==> config.mk <==
export PLATFORM = sky130hd
export DESIGN_NAME = ccc_coalesce_top
export DESIGN_NICKNAME = d
export VERILOG_FILES = /design/src/rtl/ccc_pkg.sv /design/src/rtl/ccc_port_filter.sv /design/src/rtl/ccc_counter.sv /design/src/rtl/ccc_irq_status.sv /design/src/rtl/ccc_coalesce_top.sv
export SDC_FILE = /design/constraint.sdc
export NUM_CORES = 1
export LEC_CHECK = 0
export ABC_AREA = 1
export BUFFER_PORTS_ARGS = -buffer_cell sky130_fd_sc_hd__buf_2
export CAP_MARGIN = 40
export CORE_AREA = 5 5 111 113
export DETAILED_ROUTE_END_ITERATION = 12
export DIE_AREA = 0 0 116 118
export SLEW_MARGIN = 5
export SYNTH_ARGS = -nofsm -noshare
export SYNTH_HDL_FRONTEND = slang
export SYNTH_SLANG_ARGS = --single-unit
==> constraint.sdc <==
create_clock -name clk -period 5.05 [get_ports clk]
set_clock_uncertainty 0.1 [all_clocks]
set_input_delay 0.505 -clock clk [delete_from_list [all_inputs] [get_ports clk]]
set_output_delay 0.505 -clock clk [all_outputs]
set_load 0.05 [all_outputs]
==> src/rtl/ccc_pkg.sv <==
package ccc_pkg;

    parameter int unsigned CCC_NPORTS = 8;
    parameter int unsigned CCC_THR_W  = 8;
    parameter int unsigned CCC_SLOTS  = 32;

    // Decision taken by the counter for one cycle
    typedef enum logic [1:0] {
        ACT_HOLD  = 2'd0,  // no counted completion
        ACT_ACCUM = 2'd1,  // add completions, below threshold, ports busy
        ACT_FIRE  = 2'd2,  // threshold reached or ports idle
        ACT_FLUSH = 2'd3   // feature disabled
    } ccc_act_e;

    // Population count of up to 64 event bits
    function automatic int unsigned count_ones(input logic [63:0] v);
        int unsigned n;
        n = 0;
        for (int i = 0; i < 64; i++) begin
            n = n + {31'd0, v[i]};
        end
        return n;
    endfunction

endpackage

==> src/rtl/ccc_port_filter.sv <==
module ccc_port_filter #(
    parameter int unsigned NPORTS = ccc_pkg::CCC_NPORTS,
    parameter int unsigned SLOTS  = ccc_pkg::CCC_SLOTS
) (
    input  logic [NPORTS-1:0]       port_sel,
    input  logic [NPORTS-1:0]       cmpl_evt,
    input  logic [NPORTS*SLOTS-1:0] busy_slots,
    output logic [NPORTS-1:0]       sel_evt,
    output logic                    sel_idle
);
    logic [NPORTS-1:0] port_busy;

    // Reduce each port's slot bitmap to one busy flag
    for (genvar p = 0; p < NPORTS; p++) begin : g_port
        assign port_busy[p] = |busy_slots[p*SLOTS +: SLOTS];
    end

    assign sel_evt  = cmpl_evt & port_sel;
    assign sel_idle = ~|(port_busy & port_sel);
endmodule

==> src/rtl/ccc_counter.sv <==
module ccc_counter
    import ccc_pkg::*;
#(
    parameter int unsigned NPORTS = ccc_pkg::CCC_NPORTS,
    parameter int unsigned THR_W  = ccc_pkg::CCC_THR_W
) (
    input  logic              clk,
    input  logic              rst,
    input  logic [NPORTS-1:0] sel_evt,
    input  logic              sel_idle,
    input  logic [THR_W-1:0]  threshold,
    output logic              fire_now,
    output logic              fire_pulse,
    output logic [THR_W-1:0]  count
);
    localparam int unsigned CW = $clog2(NPORTS + 1);
    localparam int unsigned SW = ((THR_W > CW) ? THR_W : CW) + 1;

    logic [CW-1:0]    inc;
    logic [SW-1:0]    sum;
    logic             enabled;
    logic             reached;
    ccc_act_e         act;
    logic [THR_W-1:0] count_d;

    always_comb begin
        inc     = CW'(count_ones(64'(sel_evt)));
        sum     = SW'(count) + SW'(inc);
        enabled = (threshold != '0);
        reached = (sum >= SW'(threshold));
        if (!enabled)
            act = ACT_FLUSH;
        else if (inc == '0)
            act = ACT_HOLD;
        else if (reached || sel_idle)
            act = ACT_FIRE;
        else
            act = ACT_ACCUM;
    end

    always_comb begin
        unique case (act)
            ACT_FLUSH: count_d = '0;
            ACT_FIRE:  count_d = '0;
            ACT_ACCUM: count_d = THR_W'(sum);
            default:   count_d = count;
        endcase
    end

    assign fire_now = (act == ACT_FIRE);

    always_ff @(posedge clk) begin
        if (rst) begin
            count      <= '0;
            fire_pulse <= 1'b0;
        end else begin
            count      <= count_d;
            fire_pulse <= fire_now;
        end
    end
endmodule

==> src/rtl/ccc_irq_status.sv <==
module ccc_irq_status (
    input  logic clk,
    input  logic rst,
    input  logic fire_now,
    input  logic ack,
    output logic status
);
    // Setting takes priority over a clear in the same cycle
    always_ff @(posedge clk) begin
        if (rst)
            status <= 1'b0;
        else if (fire_now)
            status <= 1'b1;
        else if (ack)
            status <= 1'b0;
    end
endmodule

==> src/rtl/ccc_coalesce_top.sv <==
module ccc_coalesce_top #(
    parameter int unsigned NPORTS = ccc_pkg::CCC_NPORTS,
    parameter int unsigned THR_W  = ccc_pkg::CCC_THR_W,
    parameter int unsigned SLOTS  = ccc_pkg::CCC_SLOTS
) (
    input  logic                    clk,
    input  logic                    rst,
    input  logic [NPORTS-1:0]       port_sel,
    input  logic [THR_W-1:0]        threshold,
    input  logic [NPORTS-1:0]       cmpl_evt,
    input  logic [NPORTS*SLOTS-1:0] busy_slots,
    input  logic                    irq_ack,
    output logic                    irq_status,
    output logic                    irq_pulse,
    output logic [THR_W-1:0]        cmpl_count
);
    logic [NPORTS-1:0] sel_evt;
    logic              sel_idle;
    logic              fire_now;

    ccc_port_filter #(.NPORTS(NPORTS), .SLOTS(SLOTS)) u_filter (
        .port_sel   (port_sel),
        .cmpl_evt   (cmpl_evt),
        .busy_slots (busy_slots),
        .sel_evt    (sel_evt),
        .sel_idle   (sel_idle)
    );

    ccc_counter #(.NPORTS(NPORTS), .THR_W(THR_W)) u_counter (
        .clk        (clk),
        .rst        (rst),
        .sel_evt    (sel_evt),
        .sel_idle   (sel_idle),
        .threshold  (threshold),
        .fire_now   (fire_now),
        .fire_pulse (irq_pulse),
        .count      (cmpl_count)
    );

    ccc_irq_status u_status (
        .clk      (clk),
        .rst      (rst),
        .fire_now (fire_now),
        .ack      (irq_ack),
        .status   (irq_status)
    );
endmodule

==> summary.log, run 1 <==
INFO  outcome        status=finished, final reports clean
INFO  clocking       clock_tree_from_tritoncts=done
INFO  job            max-cap-violations=0
INFO  floorplanning  core-area=11200squm
INFO  floorplanning  die_area=13700squm
INFO  global_route   initial_antenna_violation_count=1
INFO  cells_and_area finish.cell_count_without_fillers=850
INFO  detailed_routing maxUsedRoutingLayer=met4
INFO  clocking       post_cts_hold_buffer_count=0
INFO  clocking       post_cts_buffers=0
INFO  detailed_routing drt-initial-drc-count=94
INFO  synth          avgSynthCellArea=5.14squm
INFO  setup_path     critical_path.endpoint_type=flip-flop
INFO  setup_path     cpMaxStageDelayCell=sky130_fd_sc_hd__fa_1
INFO  global_route   maximum_number_of_pins_on_one_net_before_global_route_repair=11
INFO  detailed_routing antenna_left=0
INFO  setup_path     worstSetupPathType=input port to flip-flop
INFO  place          place.port_buffers=292
INFO  timing         finalWorstPathRequiredPeriod=4830ps
INFO  setup_path     worstPathBufferInverterCount=5
INFO  setup_path     crit_path_start_kind=input port
INFO  clocking       clock-root-buffer=sky130_fd_sc_hd__clkbuf_16
INFO  global_route   globalRoute.totalOverflow=0
INFO  setup_path     critPathArrivalTime=4900ps
INFO  place          numPlacedInstances=845
INFO  timing         finalHoldWorstSlack=352ps
INFO  synth          synthesis.instances=395
INFO  timing         setup-violations-final=0
INFO  cells_and_area area_delta_synth_final=97.1%
INFO  cells_and_area antennaDiodeCount=0
INFO  synth          synth_adder_area_share=14.2%
INFO  power          leakage_power=2.27nW
INFO  worst_hold_path holdCritPathClass=input port to flip-flop
INFO  setup_path     crit_required=5120ps
INFO  floorplanning  start_util=18.1%
INFO  timing         timing.final.crit_share=95.7%
INFO  place          gp_congestion=0.883
INFO  worst_hold_path min-delay-start=irq_ack
INFO  setup_path     critical_path.max_stage_delay=490ps
INFO  timing         worst_slack=219ps
INFO  synth          syn_area=2030squm
INFO  global_route   grt_pass1_wl=15300um
INFO  floorplanning  chipHeight=118um
INFO  timing         slew_headroom=68.5%
INFO  cells_and_area drive_gt1_share=48.5%
INFO  synth          ys_types=27
INFO  clocking       cts_resized=0
INFO  timing         hold_violations=0
INFO  clocking       clk_transition_reported_paths=40ps
INFO  clocking       cts-htree-levels=1
INFO  synth          net_count_after_synthesis=698
INFO  clocking       cts_sinks=10
INFO  detailed_routing dr_total_vias=3346
INFO  timing         clock.fmax=207MHz
INFO  synth          synth_compound_area_share=7.21%
INFO  global_route   number_of_global_route_vias_before_repair=3265
INFO  detailed_routing route.detailed.drc=0
INFO  setup_path     path_cells=buf_6, nand2_4, inv_2, ha_4, inv_2, fa_1, fa_1, inv_1, fa_2, inv_2, fa_2, fa_2, o21ai_2, xor2_1, ha_1, a21o_1, nor2_1, nand2_1, nand2_1, nand2_2, a21oi_4, nand4_1, a21oi_2
INFO  synth          synth.yosys.warnings=0
INFO  clocking       cts_inserted_buffers=3
INFO  cells_and_area final_net_count=1011
INFO  synth          seq_area_frac_synth=9.86%
INFO  floorplanning  floorplan.io_pins=293
INFO  setup_path     path_delay_family=adder cells
INFO  setup_path     rr_startpoint=u_counter.count[0]
INFO  detailed_routing met3_wirelength=731um
INFO  floorplanning  fp.dieW=116um
INFO  clocking       clock_tree.buffer_depth=2
INFO  setup_path     startpoint_of_the_most_critical_setup_path=cmpl_evt[0]
INFO  synth          yosys-mux-area-fraction=0%
INFO  detailed_routing detail_route.first_pass.iterations=4
INFO  power          power-per-cell-area=179nW/um^2
INFO  detailed_routing routed_wirelength=10200um
INFO  synth          postSynthRegisterBits=10
INFO  place          hpwlAfterDp=9540um
INFO  detailed_routing met2WireLength=5260um
INFO  timing         worst-slew-pin-transition=469ps
INFO  synth          combinational_family_with_the_most_area_after_synthesis=simple AND/OR/NAND/NOR gates
INFO  power          max-vdd-ir-drop=0.143mV
INFO  setup_path     critical_path.max_fanout=5
INFO  floorplanning  row_count=39
INFO  detailed_routing vias_per_cell=3.94
INFO  timing         rsz0062_at_grt=true
INFO  timing         timing.final.max_slew_violations=0
INFO  place          place_ws=-235ps
INFO  detailed_routing routed_wire_length_per_instance=12.0um
INFO  global_route   track_usage=13.7%
INFO  synth          xor_xnor_share_of_the_synthesized_area=3.39%
INFO  detailed_routing route.layer.met1.wl=4140um
INFO  clocking       clkLatencyLatePin=230ps
INFO  synth          yosys.area_share.simple=58.9%
per-stage QoR:
stage	utilization, %	instance area [sq um]	power, W	TNS (ps)
finish	35.6	4000	0.000718	0
global route	35.6	4000	0.000787	-41.0
detailed placement	33.7	3790	0.000535	-2020
CTS	34.5	3870	0.000692	0
global placement	33.7	3790	0.000532	-1490
floorplan	-	2030	0.000326	0
cells by family after synthesis:
logic type / Yosys count
flip-flops: 10
adder cells (fa/ha/maj): 20
buffers and inverters: 35
XOR/XNOR: 7
AO/OA/AOI/OAI: 24
AND/OR/NAND/NOR: 299
area by class of cell:
cell class,count,area (sq um)
fill,1298,7220
sequential,10,200
inverter,34,128
clock buffer,4,88.8
multi-input combinational,351,1800
tap,143,179
timing repair buffer,308,1610
worst paths after layout:
kind                         to  slack, ps  depth (start not counted)
max          u_counter.count[0]        220                         23
min             u_status.status        350                          2
max reg2reg  u_counter.count[0]       2270                         14
min reg2reg     u_status.status        360                          2
per-layer routing:
metal | global-route usage (%) | up-vias
li1 | - | 1852
met1 | 17.2 | 1351
met2 | 25.2 | 135
met3 | 2.06 | 8
met4 | 1.31 | 0
met5 | 0 | -
cell usage after synthesis, drive strengths merged:
cell type / instances / area share [%]
a21oi: 13 / 3.9
o21ai: 8 / 2.2
fa: 5 / 4.9
dfxtp: 10 / 9.9
xnor2: 5 / 2.5
inv: 34 / 6.3
nand2: 115 / 21
buf: 1 / 0.18
nand4: 12 / 3.7
nand3: 3 / 0.74
xor2: 2 / 0.86
ha: 15 / 9.2
o31ai: 1 / 0.37
nor4: 2 / 1.7
a21o: 1 / 0.37
o21bai: 1 / 0.37
nor2: 167 / 31
power breakdown:
part,total (W),internal [W],switching (W)
sequential,0.000102,0.0000902,0.0000114
combinational,0.000461,0.000227,0.000234
clock,0.000156,0.000119,0.0000365
total,0.000718,0.000436,0.000281
registers in the layout, summed over array words and instances, names as in the netlist:
signal	cells
u_status.status	1
u_counter.fire_pulse	1
u_counter.count	8
cell usage in the layout, fill, tap and decap left out, types with 2 or more instances in the layout:
master,count
sky130_fd_sc_hd__a21oi_1,8
sky130_fd_sc_hd__a21oi_2,4
sky130_fd_sc_hd__a21oi_4,2
sky130_fd_sc_hd__buf_2,288
sky130_fd_sc_hd__buf_4,16
sky130_fd_sc_hd__buf_6,4
sky130_fd_sc_hd__clkbuf_16,3
sky130_fd_sc_hd__dfxtp_1,10
sky130_fd_sc_hd__fa_1,2
sky130_fd_sc_hd__fa_2,3
sky130_fd_sc_hd__ha_1,13
sky130_fd_sc_hd__ha_4,2
sky130_fd_sc_hd__inv_1,28
sky130_fd_sc_hd__inv_2,6
sky130_fd_sc_hd__nand2_1,110
sky130_fd_sc_hd__nand2_2,3
sky130_fd_sc_hd__nand2_4,2
sky130_fd_sc_hd__nand3_1,2
sky130_fd_sc_hd__nand4_1,12
sky130_fd_sc_hd__nor2_1,165
sky130_fd_sc_hd__o21ai_0,3
sky130_fd_sc_hd__o21ai_1,4
sky130_fd_sc_hd__xnor2_1,2
sky130_fd_sc_hd__xnor2_2,3
sky130_fd_sc_hd__xor2_1,2
No activity file was read; power rests on OpenSTA's default activity.
==> run 2, diff against run 1 <==
--- a/config.mk
+++ b/config.mk
@@ -11,6 +11,8 @@
 export CORE_AREA = 5 5 111 113
 export DETAILED_ROUTE_END_ITERATION = 12
 export DIE_AREA = 0 0 116 118
+export PLACE_DENSITY = 0.56
+export REMOVE_ABC_BUFFERS = 1
 export SLEW_MARGIN = 5
 export SYNTH_ARGS = -nofsm -noshare
 export SYNTH_HDL_FRONTEND = slang
==> run 2 against run 1 <==
Net effect:
- flip-flop and latch count unchanged
- power fell by 3.1%
- largest cell class unchanged
- worst hold slack better by 3.3 ps
==> summary.log, run 2 (synthesis results as in run 1) <==
INFO  floorplanning  fp.dieW=116um [unchanged]
INFO  setup_path     critical_path.max_fanout=5 [unchanged]
INFO  detailed_routing routed_wire_length_per_instance=12.2um [+1.7%]
INFO  global_route   initial_antenna_violation_count=0 [-1]
INFO  floorplanning  start_util=18.1% [unchanged]
INFO  floorplanning  floorplan.io_pins=293 [unchanged]
INFO  setup_path     critPathArrivalTime=4870ps [-30 ps]
INFO  cells_and_area total_area_of_multi_input_combinational_cells=1770squm [-1.6%]
INFO  timing         timing.final.crit_share=96.1% [+0.45 points]
INFO  global_route   global_route.usage.met1=17.1% [-0.093 points]
INFO  worst_hold_path holdCritPathClass=input port to flip-flop
INFO  timing         timing.final.max_slew_violations=0 [unchanged]
INFO  setup_path     crit_required=5070ps [-50 ps]
INFO  detailed_routing routed_wirelength=10300um [+1.3%]
INFO  global_route   track_usage=13.9% [+0.16 points]
INFO  place          place.port_buffers=292 [unchanged]
INFO  cells_and_area area_delta_synth_final=94.0%
INFO  global_route   globalRouteMet3Util=2.16% [+0.10 points]
INFO  clocking       clkLatencyLatePin=230ps [about the same]
INFO  setup_path     crit_path_start_kind=input port
INFO  floorplanning  die_area=13700squm [unchanged]
INFO  clocking       clock_tree_from_tritoncts=done
INFO  global_route   met2_usage=26.0% [+0.79 points]
INFO  place          gp_congestion=0.867 [-1.8%]
INFO  timing         finalWorstPathRequiredPeriod=4850ps [+22.9 ps]
INFO  clocking       cts_inserted_buffers=3 [unchanged]
INFO  power          max-vdd-ir-drop=0.166mV [+16%]
INFO  power          total_power=0.000695W [-3.1%]
INFO  clocking       cts_sinks=10 [unchanged]
INFO  timing         slew_headroom=61.7% [-6.8 points]
INFO  global_route   maximum_number_of_pins_on_one_net_before_global_route_repair=11 [unchanged]
INFO  place          hpwlAfterDp=9610um [+0.68%]
INFO  global_route   globalRoute.totalOverflow=0 [unchanged]
INFO  floorplanning  row_count=39 [unchanged]
INFO  global_route   grt.busiest_layer=met2
INFO  outcome        status=finished, final reports clean
INFO  floorplanning  chipHeight=118um [unchanged]
INFO  detailed_routing drt-initial-drc-count=86 [-8.5%]
INFO  detailed_routing route.detailed.drc=0 [unchanged]
INFO  cells_and_area final_common_cell=sky130_fd_sc_hd__buf_2
INFO  cells_and_area antennaDiodeCount=0 [unchanged]
INFO  setup_path     cpMaxStageDelayCell=sky130_fd_sc_hd__fa_1
INFO  job            max-cap-violations=0 [unchanged]
INFO  timing         clock.fmax=206MHz [-0.47%]
INFO  detailed_routing detail_route.first_pass.iterations=4 [unchanged]
INFO  global_route   number_of_global_route_vias_before_repair=3420 [+4.7%]
INFO  timing         worst-slew-pin-transition=570ps [+101 ps]
INFO  cells_and_area num-fill-cells=1321 [+1.8%]
INFO  timing         totalNegativeSetupSlack=0ps [unchanged]
INFO  global_route   grt_pass1_wl=15600um [+1.6%]
INFO  setup_path     worstSetupPathType=input port to flip-flop
INFO  cells_and_area largest_registers=u_counter.count x8, u_counter.fire_pulse x1, u_status.status x1
INFO  cells_and_area largest_register=u_counter.count
INFO  setup_path     critical_path.max_stage_delay=490ps [about the same]
INFO  detailed_routing vias_per_cell=3.93 [about the same]
INFO  setup_path     path_cells=buf_2, nand2_2, inv_2, ha_4, inv_2, fa_1, fa_1, inv_1, fa_2, inv_2, fa_2, fa_2, o21ai_4, xor2_2, ha_1, a21o_1, nor2_1, nand2_1, nand2_1, nand2_2, a21oi_4, nand2_1, nand3_1, o31ai_1
INFO  clocking       clock-root-buffer=sky130_fd_sc_hd__clkbuf_16
INFO  clocking       clk_transition_reported_paths=40ps [about the same]
INFO  timing         setup-violations-final=0 [unchanged]
INFO  clocking       clock_tree.buffer_depth=2 [unchanged]
INFO  clocking       cts-htree-levels=1 [unchanged]
INFO  setup_path     critical_path.endpoint_type=flip-flop
INFO  cells_and_area drive_gt1_share=47.6% [-0.93 points]
INFO  cells_and_area final_net_count=1008 [-0.30%]
INFO  floorplanning  core-area=11200squm [unchanged]
INFO  detailed_routing antenna_left=0 [unchanged]
INFO  cells_and_area regArea=200squm [unchanged]
INFO  timing         hold_violations=0 [unchanged]
INFO  power          leakage_power=2.23nW [-1.7%]
INFO  cells_and_area final_cell_mix=290 x sky130_fd_sc_hd__buf_2, 165 x sky130_fd_sc_hd__nor2_1, 111 x sky130_fd_sc_hd__nand2_1, 28 x sky130_fd_sc_hd__inv_1
INFO  power          power-per-cell-area=177nW/um^2 [-1.6%]
INFO  cells_and_area largest_register_ffs=8 [unchanged]
INFO  clocking       post_cts_hold_buffer_count=0 [unchanged]
INFO  detailed_routing dr_total_vias=3332 [-0.42%]
-- run 2: cell count changes in the layout (fill, tap and decap cells not counted), moves of 2 or more --
cell,change
sky130_fd_sc_hd__buf_4,-3
sky130_fd_sc_hd__buf_2,+2
sky130_fd_sc_hd__nand2_4,-2
sky130_fd_sc_hd__buf_6,-2
sky130_fd_sc_hd__a21oi_2,-2
sky130_fd_sc_hd__a21oi_1,+3
-- run 2: area by class of cell --
| type | count | share of cell area, % |
|---|---|---|
| sequential | 10 | 5.09 |
| multi-input combinational | 351 | 44.9 |
| timing repair buffer | 305 | 39.9 |
| inverter | 34 | 3.24 |
| tap | 143 | 4.55 |
| clock buffer | 4 | 2.26 |
-- run 2: per-stage QoR --
step           util, %  hold slack (ps)  setup WS (ps)  instance area [sq um]  instances
2_1_floorplan        -              474            228                   2030        394
3_3_place_gp      33.4              354           -185                   3750        840
3_5_place_dp      33.4              355           -228                   3750        840
4_1_cts           34.2              354           9.85                   3840        844
5_1_grt           35.1              363          -12.9                   3940        847
6_report          35.1              355            196                   3940        847
-- run 2: report_power, final --
part           switching, W  internal, W
registers         0.0000123    0.0000901
clock network     0.0000372     0.000119
logic              0.000223     0.000213
-- run 2: final timing paths --
check | startpoint | to | slack (ps) | depth (start not counted)
setup / recovery | port_sel[0] | u_status.status | 200 | 24
hold / removal | irq_ack | u_status.status | 360 | 2
setup reg to reg | u_counter.count[0] | u_status.status | 2310 | 15
hold reg to reg | u_status.status | u_status.status | 360 | 2
-- run 2: timing repair --
| action | 4_1_cts | 5_1_grt |
|---|---|---|
| setup buffers | 0 | 2 |
| setup endpoints to repair | 0 | 10 |
| resized for setup | 0 | 18 |
-- run 2: critical path: cells and delay by family --
| kind | cells | cell delay, ps |
|---|---|---|
| xor gates and xnor gates | 1 | 180 |
| and+or+nand+nor | 7 | 550 |
| adders and majority gates | 7 | 2700 |
| buffers and inverters | 5 | 300 |
| AOI/OAI and AO/OA | 4 | 630 |
-- run 2: layer usage --
| layer | share of wire [%] | routed length (um) | up-vias |
|---|---|---|---|
| met1 | 40 | 4100 | 1345 |
| met4 | 0.20 | 21 | 0 |
| met5 | 0 | 0 | - |
| li1 | - | - | 1844 |
| met3 | 7.6 | 790 | 2 |
| met2 | 52 | 5430 | 141 |
